## config.mk

```make
export PLATFORM = sky130hd
export DESIGN_NAME = enc66_ctl_encoder
export DESIGN_NICKNAME = d
export VERILOG_FILES = /design/src/rtl/enc66_pkg.sv /design/src/rtl/enc66_lane_map.sv /design/src/rtl/enc66_frame_pack.sv /design/src/rtl/enc66_ctl_encoder.sv
export SDC_FILE = /design/constraint.sdc
export NUM_CORES = 1
export LEC_CHECK = 0
export BUFFER_PORTS_ARGS = -buffer_cell sky130_fd_sc_hd__buf_2
export CORE_AREA = 2 2 130 132
export DETAILED_ROUTE_END_ITERATION = 10
export DIE_AREA = 0 0 132 134
export SLEW_MARGIN = 5
export SYNTH_ARGS = -nofsm -noshare
export SYNTH_HDL_FRONTEND = slang
export SYNTH_HIERARCHICAL = 1
export SYNTH_SLANG_ARGS = --single-unit
```

## constraint.sdc

```tcl
create_clock -name clk -period 1.3 [get_ports clk]
set_input_delay 0.26 -clock clk [delete_from_list [all_inputs] [get_ports clk]]
set_output_delay 0.26 -clock clk [all_outputs]
set_load 0.05 [all_outputs]
```

## src/rtl/enc66_pkg.sv

```systemverilog
package enc66_pkg;
  localparam int LANES     = 8;
  localparam int LANE_W    = 8;
  localparam int CODE_W    = 7;
  localparam int HDR_W     = 2;
  localparam int DATA_W    = LANES * LANE_W;
  localparam int FRAME_W   = HDR_W + DATA_W;
  localparam int CODE_BASE = HDR_W + LANE_W;

  // Header values as vectors: bit 0 goes out first.
  localparam logic [HDR_W-1:0]  HDR_CTL    = 2'b01;
  localparam logic [HDR_W-1:0]  HDR_DAT    = 2'b10;
  localparam logic [LANE_W-1:0] TYPE_ALLCT = 8'h1E;
  localparam logic [CODE_W-1:0] CODE_ERR   = 7'h1E;

  typedef struct packed {
    logic              ok;
    logic [CODE_W-1:0] code;
  } ctl_map_t;

  function automatic ctl_map_t map_ctl(input logic [LANE_W-1:0] ch);
    ctl_map_t r;
    r.ok = 1'b1;
    unique case (ch)
      8'h07:   r.code = 7'h00;
      8'hFE:   r.code = 7'h1E;
      8'h1C:   r.code = 7'h2D;
      8'h3C:   r.code = 7'h33;
      8'h7C:   r.code = 7'h4B;
      8'hBC:   r.code = 7'h55;
      8'hDC:   r.code = 7'h66;
      8'hF7:   r.code = 7'h78;
      default: begin r.ok = 1'b0; r.code = CODE_ERR; end
    endcase
    return r;
  endfunction
endpackage

```

## src/rtl/enc66_lane_map.sv

```systemverilog
module enc66_lane_map
  import enc66_pkg::*;
(
  input  logic [LANE_W-1:0] ch,
  output logic [CODE_W-1:0] code,
  output logic              ok
);
  ctl_map_t m;

  always_comb begin
    m    = map_ctl(ch);
    code = m.code;
    ok   = m.ok;
  end
endmodule

```

## src/rtl/enc66_frame_pack.sv

```systemverilog
module enc66_frame_pack
  import enc66_pkg::*;
#(
  parameter int N_LANES = LANES
) (
  input  logic [N_LANES*LANE_W-1:0]          data,
  input  logic [N_LANES-1:0]                 ctrl,
  output logic [HDR_W+N_LANES*LANE_W-1:0]    frame,
  output logic                               err
);
  localparam int FW = HDR_W + N_LANES * LANE_W;

  logic [CODE_W-1:0] lane_code [N_LANES];
  logic [N_LANES-1:0] lane_ok;
  logic all_ctl, all_dat;

  for (genvar k = 0; k < N_LANES; k++) begin : g_lane
    enc66_lane_map u_map (
      .ch   (data[k*LANE_W +: LANE_W]),
      .code (lane_code[k]),
      .ok   (lane_ok[k])
    );
  end

  assign all_ctl = &ctrl;
  assign all_dat = ~|ctrl;

  always_comb begin
    frame = '0;
    err   = 1'b0;
    if (all_dat) begin
      frame[HDR_W-1:0]  = HDR_DAT;
      frame[FW-1:HDR_W] = data;
    end else begin
      frame[HDR_W-1:0]               = HDR_CTL;
      frame[CODE_BASE-1:HDR_W]       = TYPE_ALLCT;
      for (int k = 0; k < N_LANES; k++) begin
        frame[CODE_BASE + k*CODE_W +: CODE_W] = all_ctl ? lane_code[k] : CODE_ERR;
      end
      err = !all_ctl || !(&lane_ok);
    end
  end
endmodule

```

## src/rtl/enc66_ctl_encoder.sv

```systemverilog
module enc66_ctl_encoder
  import enc66_pkg::*;
(
  input  logic               clk,
  input  logic               rst_n,
  input  logic               in_valid,
  input  logic [DATA_W-1:0]  in_data,
  input  logic [LANES-1:0]   in_ctrl,
  output logic               out_valid,
  output logic [FRAME_W-1:0] out_frame,
  output logic               out_err
);
  logic [FRAME_W-1:0] frame_nxt;
  logic               err_nxt;
  logic               valid_q, err_q;
  logic [FRAME_W-1:0] frame_q;

  enc66_frame_pack #(.N_LANES(LANES)) u_pack (
    .data  (in_data),
    .ctrl  (in_ctrl),
    .frame (frame_nxt),
    .err   (err_nxt)
  );

  always_ff @(posedge clk or negedge rst_n) begin
    if (!rst_n) begin
      valid_q <= 1'b0;
      err_q   <= 1'b0;
    end else begin
      valid_q <= in_valid;
      if (in_valid) err_q <= err_nxt;
    end
  end

  always_ff @(posedge clk) begin
    if (in_valid) frame_q <= frame_nxt;
  end

  assign out_valid = valid_q;
  assign out_frame = frame_q;
  assign out_err   = err_q;

  AST_VALID_FOLLOW: assert property (@(posedge clk) disable iff (!rst_n)
    in_valid |=> out_valid);
  AST_VALID_IDLE: assert property (@(posedge clk) disable iff (!rst_n)
    !in_valid |=> !out_valid);
  AST_FRAME_HOLD: assert property (@(posedge clk) disable iff (!rst_n)
    (out_valid && !in_valid) |=> ($stable(out_frame) && $stable(out_err)));
  AST_DATA_PASS: assert property (@(posedge clk) disable iff (!rst_n)
    (in_valid && in_ctrl == '0) |=>
      (out_frame[FRAME_W-1:HDR_W] == $past(in_data) && out_frame[1:0] == HDR_DAT && !out_err));
  AST_CTL_HEAD: assert property (@(posedge clk) disable iff (!rst_n)
    (in_valid && &in_ctrl) |=> (out_frame[1:0] == HDR_CTL && out_frame[9:2] == TYPE_ALLCT));
  AST_ERR_IS_CTL: assert property (@(posedge clk) disable iff (!rst_n)
    (out_valid && out_err) |-> out_frame[1:0] == HDR_CTL);
endmodule

```

==> results of run 1 <==
[layout by cell type, fill, tap and decap left out, types with 6 or more instances in the layout]
master,n
o31ai_1,8
or3_4,13
buf_12,6
edfxtp_1,66
buf_2,129
inv_1,8
nor3b_1,10
buf_4,159
or2_2,17
a22o_1,24
o32ai_2,7
o22ai_1,8
nor3b_2,6
o21ai_0,6
buf_6,26
mux2i_1,8
nand2_2,6
nand3b_1,16
a21o_1,8
or3b_4,8
nor3_1,16
or3_1,7
nand4b_1,8
nor2_1,25
a21oi_1,44
a21oi_2,13
or2_4,8
xor2_1,8
nand3_1,8
or4b_1,6
and3_1,12
clkbuf_16,9
nand2_1,33
o22a_1,32
[metal layers]
metal,routed length (um),GRT usage (%),share of wire [%]
met5,0,0,0
met4,362,7.67,2.0
met3,728,2.53,4.1
met2,8920,34.2,50
met1,7660,23.9,43
[worst max-delay path, delay by kind of cell]
kind	cells	cell delay, ns
AO/OA/AOI/OAI	1	0.07
multiplexers	1	0.25
AND/OR/NAND/NOR	5	0.80
buffers and inverters	3	0.40
[registers in the layout, indices dropped and copies added, names as in the netlist]
name       count
out_err        1
out_frame     66
out_valid      1
[repair_timing]
item,CTS,global route
setup buffers,5,2
hold endpoints to repair,2,0
hold buffers,1,0
pin swaps,41,38
gates cloned,6,0
gates resized for setup,83,40
endpoints found under the setup margin,55,63
[power breakdown]
part | leakage, nW | switching [mW] | internal [mW] | total [mW]
registers | 0.669 | 0.0297 | 2.51 | 2.54
clock network | 0.142 | 1.03 | 1.49 | 2.52
logic | 2.41 | 1.01 | 0.657 | 1.66
[final cells by class]
type,count,area [sq um],area share (%)
multi-input cells,398,2940,36.7
well taps,220,275,3.44
flip-flops and latches,68,2030,25.4
repair inverters,4,63.8,0.797
inverters,9,46.3,0.578
clock buffers,9,225,2.81
clock inverters,7,76.3,0.953
repair buffers,326,2350,29.3
[metrics by stage]
step / hold slack (ns) / power, mW / utilization (%)
after CTS: 0.235 / 6.74 / 48.2
after global placement: 0.0593 / 4.10 / 43.3
after detailed placement: 0.0602 / 4.12 / 43.3
final: 0.250 / 6.72 / 49.2
after global routing: 0.246 / 6.97 / 49.2
after floorplan: -0.0356 / 3.31 / -
[final timing paths]
check	end	slack, ns	cells past startpoint
worst max-delay path	out_err$_DFFE_PN0P_	-0.27	10
worst min-delay path	out_err$_DFFE_PN0P_	0.25	2
worst max register to register	out_err$_DFFE_PN0P_	0.53	1
worst min register to register	out_err$_DFFE_PN0P_	0.53	1
max in group asynchronous	out_valid$_DFF_PN0_	0.94	2
min in group clk	out_frame[21]$_DFFE_PP_	0.31	3
[kinds of logic after synthesis]
logic type      synth area share (%)
simple gates                    27.4
xor+xnor                        1.46
mux                             1.98
compound gates                  23.1
buf+inv                         3.70
flops                           42.4
==> metrics.md, run 1 <==
| Metric | Value |
|---|---|
| Run status | `finished with violations` |
| Failing checks | `setup timing` |
| Final clock skew | `0 ns` |
| Max-slew headroom | `~75%` |
| Synth cell types | `37` |
| Synthesis Warnings | `6` |
| GRT Resource Usage Total | `approximately a fifth` |
| Dpl cells | `1014` |
| Sinks on Clock Net | `68` |
| Num ports | `approximately 140` |
| TNS Setup | `-7.58 ns` |
| Final #Nets | `around 890` |
| Worst Tran Pin Value | `about 0.38 ns` |
| Horiz. Die Dim | `roughly 130 um` |
| Port bufs | `142` |
| Worst-case vdd ir drop | `~0.60 mV` |
| Vias in the first global route | `~5400` |
| Post-synth EDFFs | `66` |
| Cell leakage power | `roughly 3.2 nW` |
| Die span in y | `approximately 130 um` |
| Final setup violation count | `just over 60` |
| Synth Flop Type | `edfxtp_1` |
| Fraction of layout instances using a drive strength above 1 | `between 50% and 60%` |
| H-tree depth | `3` |
| Clock slew at reported path FFs | `roughly 0.06 ns` |
| Vias per cell | `approximately 5.2` |
| Period utilization | `121%` |
| Ant. Diodes | `0` |
| Post-synthesis cell count | `approximately 500` |
| Critical path's most frequent cell | `buf_4` |
| RR Startpoint | `out_err$_DFFE_PN0P_` |
| Area Growth Syn to Fin | `67.0%` |
| Die ar. | `between 15000 and 20000 sq um` |
| Crit path from | `in_data[35]` |
| Non-filler instance count after layout | `approximately 1000` |
| Grt total ovfl | `0` |
| Area contributors post-synth | `edfxtp_1 (41%), a21oi_1 (5.9%), o22a_1 (5.8%)` |
| Worst Setup Start Kind | `input pin` |
| Post-synth ARST share | `around 3%` |
| Endpoints failing hold | `0` |
| Drt wl/cell | `roughly 17 um` |
| Clock Tree Buf Depth | `2` |
| Area leader, netlist | `edfxtp_1` |
| MaxCap Viol Count | `0` |
| Initial antenna violation count | `0` |
| Crit-path max FO | `5` |
| Core area | `16300 sq um` |
| # fillers | `~1500` |
| Detailed placement HPWL | `roughly 13000 um` |
| Post-synth top area share | `41.3%` |
| Cell Chain, Critical Path | `buf_2, buf_4, nand4b_1, nor4_4, buf_4, or3_4, nand4_1, nor2_1, a21oi_1, mux2_4` |
| Pre-Repair DR Iteration Count | `6` |
| Root Driver | `clkbuf_16` |
| Crit path largest cell delay | `0.26 ns` |
| Fin worst setup slack | `-0.269 ns` |
| Mapped Avg Cell Area | `~9.6 sq um` |
| Register area share after synthesis | `a little over two fifths` |
| Hold Crit Class | `input pin to async pin` |
| Crit. End Element | `flop` |
| Placed Area | `approximately 7000 sq um` |
| Critical path arrival | `between 1.5 and 2 ns` |
| Unrepaired setup endpoints after global routing | `true` |
| Post-layout minimum cycle time | `~1.6 ns` |
| Setup Crit Path Kind | `input pin to flop` |
| Fmax | `approximately 0.64 GHz` |
| Seq cells post-synth | `68` |
| Fin. max-slew vios | `0` |
| Critical Path RT | `roughly 1.5 ns` |
| Antenna Nets Post-Route | `0` |
| First-pass GRT wire length | `approximately 27000 um` |
| Most common cell in the netlist | `edfxtp_1` |
| Pwr dens | `between 800 and 900 nW/um^2` |
| Starting Density | `slightly below 30%` |
| Top post-synthesis cells by count | `edfxtp_1 (66), a21oi_1 (57), nand2_1 (40), o22a_1 (32), nor2_1 (26)` |
| Syn_nets | `around 580` |
| Placer Congestion | `around 0.89` |
| WL final | `around 18000 um` |
| Worst-Skew Late Latency | `about 0.34 ns` |
| Largest net degree at the start of global routing | `32` |
| Pre-CTS setup slack | `-0.665 ns` |
| Via Count | `~5500` |
| CTS tree | `done` |
| DR DRC count | `0` |
| # rows | `47` |
| Inserted Clock Buffers | `9` |
| Design area | `8010 sq um` |
| DR iter-0 viols | `just over 300` |
| CP max-delay cell | `nand4b_1` |
| Post-Syn Area | `4800 sq um` |
No activity file was read; power rests on OpenSTA's default activity.
==> run 2: changes to the inputs <==
BUFFER_PORTS_ARGS = -buffer_cell sky130_fd_sc_hd__buf_4   (was -buffer_cell sky130_fd_sc_hd__buf_2)
==> run 2 against run 1 <==
Compared with the run above: the run still ends with setup timing left; sequential power barely moved; final cell count rose by 0.48%; critical path depth fell by 1; sequential share of layout area fell by 1.1 points; largest power group is now clock; critical path type unchanged; global-route usage rose by 0.45 points; non-clock buffer count rose by 5; count of clock-buffer cells in the layout did not move.
==> metrics.md, run 2 (synthesized netlist as in run 1, its figures left out) <==
| Metric | Value |
|---|---|
| Run status | `finished with violations` |
| Failing checks | `setup timing` |
| Clock Tree Buf Depth | `2` |
| Fin. max-slew vios | `0` |
| Crit Reg-Reg Endpoint | `out_err$_DFFE_PN0P_` |
| Clock slew at reported path FFs | `around 0.06 ns` |
| # rows | `47` |
| Non-filler instance count after layout | `1046` |
| Final #Nets | `between 800 and 900` |
| Via Count | `around 5500` |
| Grt total ovfl | `0` |
| Max reg flops | `66` |
| DR iter-0 viols | `about 280` |
| Vias per cell | `5.28` |
| Die span in y | `around 130 um` |
| Core area | `about 16000 sq um` |
| Pre-Repair DR Iteration Count | `5` |
| # fillers | `1478` |
| Most frequent cells in the layout | `buf_4 (296), edfxtp_1 (66), a21oi_1 (43)` |
| Horiz. Die Dim | `~130 um` |
| MaxCap Viol Count | `0` |
| RR Startpoint | `out_err$_DFFE_PN0P_` |
| Sinks on Clock Net | `68` |
| GRT Resource Usage Total | `19.8%` |
| Cell leakage power | `about 3.4 nW` |
| Reg2reg setup slack | `0.51 ns` |
| Storage cell area | `2030 sq um` |
| H-tree depth | `3` |
| Worst-case vdd ir drop | `between 0.6 and 0.7 mV` |
| Num ports | `143` |
| PnR Total Power | `about 7.2 mW` |
| Fmax | `~0.64 GHz` |
| Commonest non-fill, non-tap cell in the layout | `buf_4` |
| Crit-path max FO | `2` |
| Largest net degree at the start of global routing | `23` |
| Inserted Clock Buffers | `9` |
| Detailed placement HPWL | `between 10000 and 15000 um` |
| Fin worst setup slack | `-0.259 ns` |
| Multi-input gate area | `2920 sq um` |
| Final setup violation count | `63` |
| Unrepaired setup endpoints after global routing | `true` |
| Final clock skew | `0 ns` |
| Ant. Diodes | `0` |
| Dpl cells | `just over 1000` |
| Period utilization | `120%` |
| Worst-Skew Late Latency | `0.34 ns` |
| Endpoints failing hold | `0` |
| Initial antenna violation count | `0` |
| Vias in the first global route | `approximately 5500` |
| Die ar. | `between 15000 and 20000 sq um` |
| Worst Hold Slack | `about 0.25 ns` |
| Critical path arrival | `1.79 ns` |
| DR DRC count | `0` |
| Area Growth Syn to Fin | `74.8%` |
| Fraction of layout instances using a drive strength above 1 | `52.9%` |
| Register-to-Register Path Depth | `1` |
| Setup Crit Path Kind | `input pin to flop` |
| Worst Setup Start Kind | `input pin` |
| Critical Path RT | `between 1.5 and 2 ns` |
| Antenna Nets Post-Route | `0` |
| First-pass GRT wire length | `between 20000 and 30000 um` |
| CTS tree | `done` |
| Port bufs | `about 140` |
| Crit. End Element | `flop` |
| Pwr dens | `around 860 nW/um^2` |
| Placer Congestion | `0.880` |
| Worst Tran Pin Value | `0.399 ns` |
| Hold Crit Class | `input pin to async pin` |
| Drt wl/cell | `about 17 um` |
| Root Driver | `clkbuf_16` |
| Starting Density | `approximately 29%` |
| WL final | `18100 um` |
| Post-layout minimum cycle time | `1.56 ns` |
| Max-slew headroom | `73.2%` |
-- run 2: changes by cell type in the layout (fill, tap and decap cells not counted), sizes merged --
cell / change
buf: +5
bufinv: +2
clkinvlp: -1
inv: -1
-- run 2: layout make-up --
type / instances / area share [%]
multi-input cells: 398 / 34.9
repair buffers: 331 / 32.2
flip-flops and latches: 68 / 24.2
well taps: 220 / 3.28
clock buffers: 9 / 2.69
clock inverters: 7 / 1.37
repair inverters: 4 / 0.761
inverters: 9 / 0.552
-- run 2: repair_timing --
action                                  4_1_cts  5_1_grt
pin swaps                                    50       25
gates cloned                                  7        0
resized for setup                            80       27
hold endpoints to repair                      2        0
setup buffers                                 6        5
hold buffers                                  1        0
endpoints found under the setup margin       58       63
-- run 2: per-layer routing --
| layer | global-route usage [%] | vias to the layer above | share of wire [%] |
|---|---|---|---|
| met5 | 0 | - | 0 |
| met4 | 10.1 | 0 | 3.5 |
| met3 | 2.76 | 47 | 4.3 |
| met2 | 34.5 | 190 | 50 |
| met1 | 23.8 | 2654 | 42 |
| li1 | - | 2627 | - |
-- run 2: worst max-delay path: stages --
cell and delay (ns):
buf_4 0.11, or3b_4 0.39, or2_4 0.25, a21oi_2 0.10, or3_4 0.14, nand4_1 0.11, nor2_1 0.12, a21oi_1 0.06
mux2_4 0.25
-- run 2: how the worst max path moves through the flow --
stage                            from                   to  slack (ns)  depth (start not counted)
after floorplan           in_data[41]  out_err$_DFFE_PN0P_       -0.50                          9
after global placement    in_data[14]  out_err$_DFFE_PN0P_       -0.70                          8
after detailed placement  in_data[16]  out_err$_DFFE_PN0P_       -0.69                          9
after CTS                  in_data[9]  out_err$_DFFE_PN0P_       -0.22                          9
after global routing      in_data[24]  out_err$_DFFE_PN0P_       -0.31                          9
final                      in_data[1]  out_err$_DFFE_PN0P_       -0.26                          9
-- run 2: where the power goes --
group          internal (mW)  leakage, nW  switching (mW)
Clock                   1.87        0.163           0.969
Sequential              2.51        0.669          0.0408
Combinational          0.772         2.53            1.01
-- run 2: stage by stage --
step           cell area, sq um  util (%)  setup TNS, ns  setup slack, ns
2_1_floorplan              4860         -         -16.11           -0.505
3_3_place_gp               7410      45.5         -29.24           -0.703
3_5_place_dp               7410      45.5         -29.44           -0.689
4_1_cts                    8290      50.9          -8.07           -0.219
5_1_grt                    8380      51.5          -9.33           -0.312
6_report                   8380      51.5          -7.81           -0.259
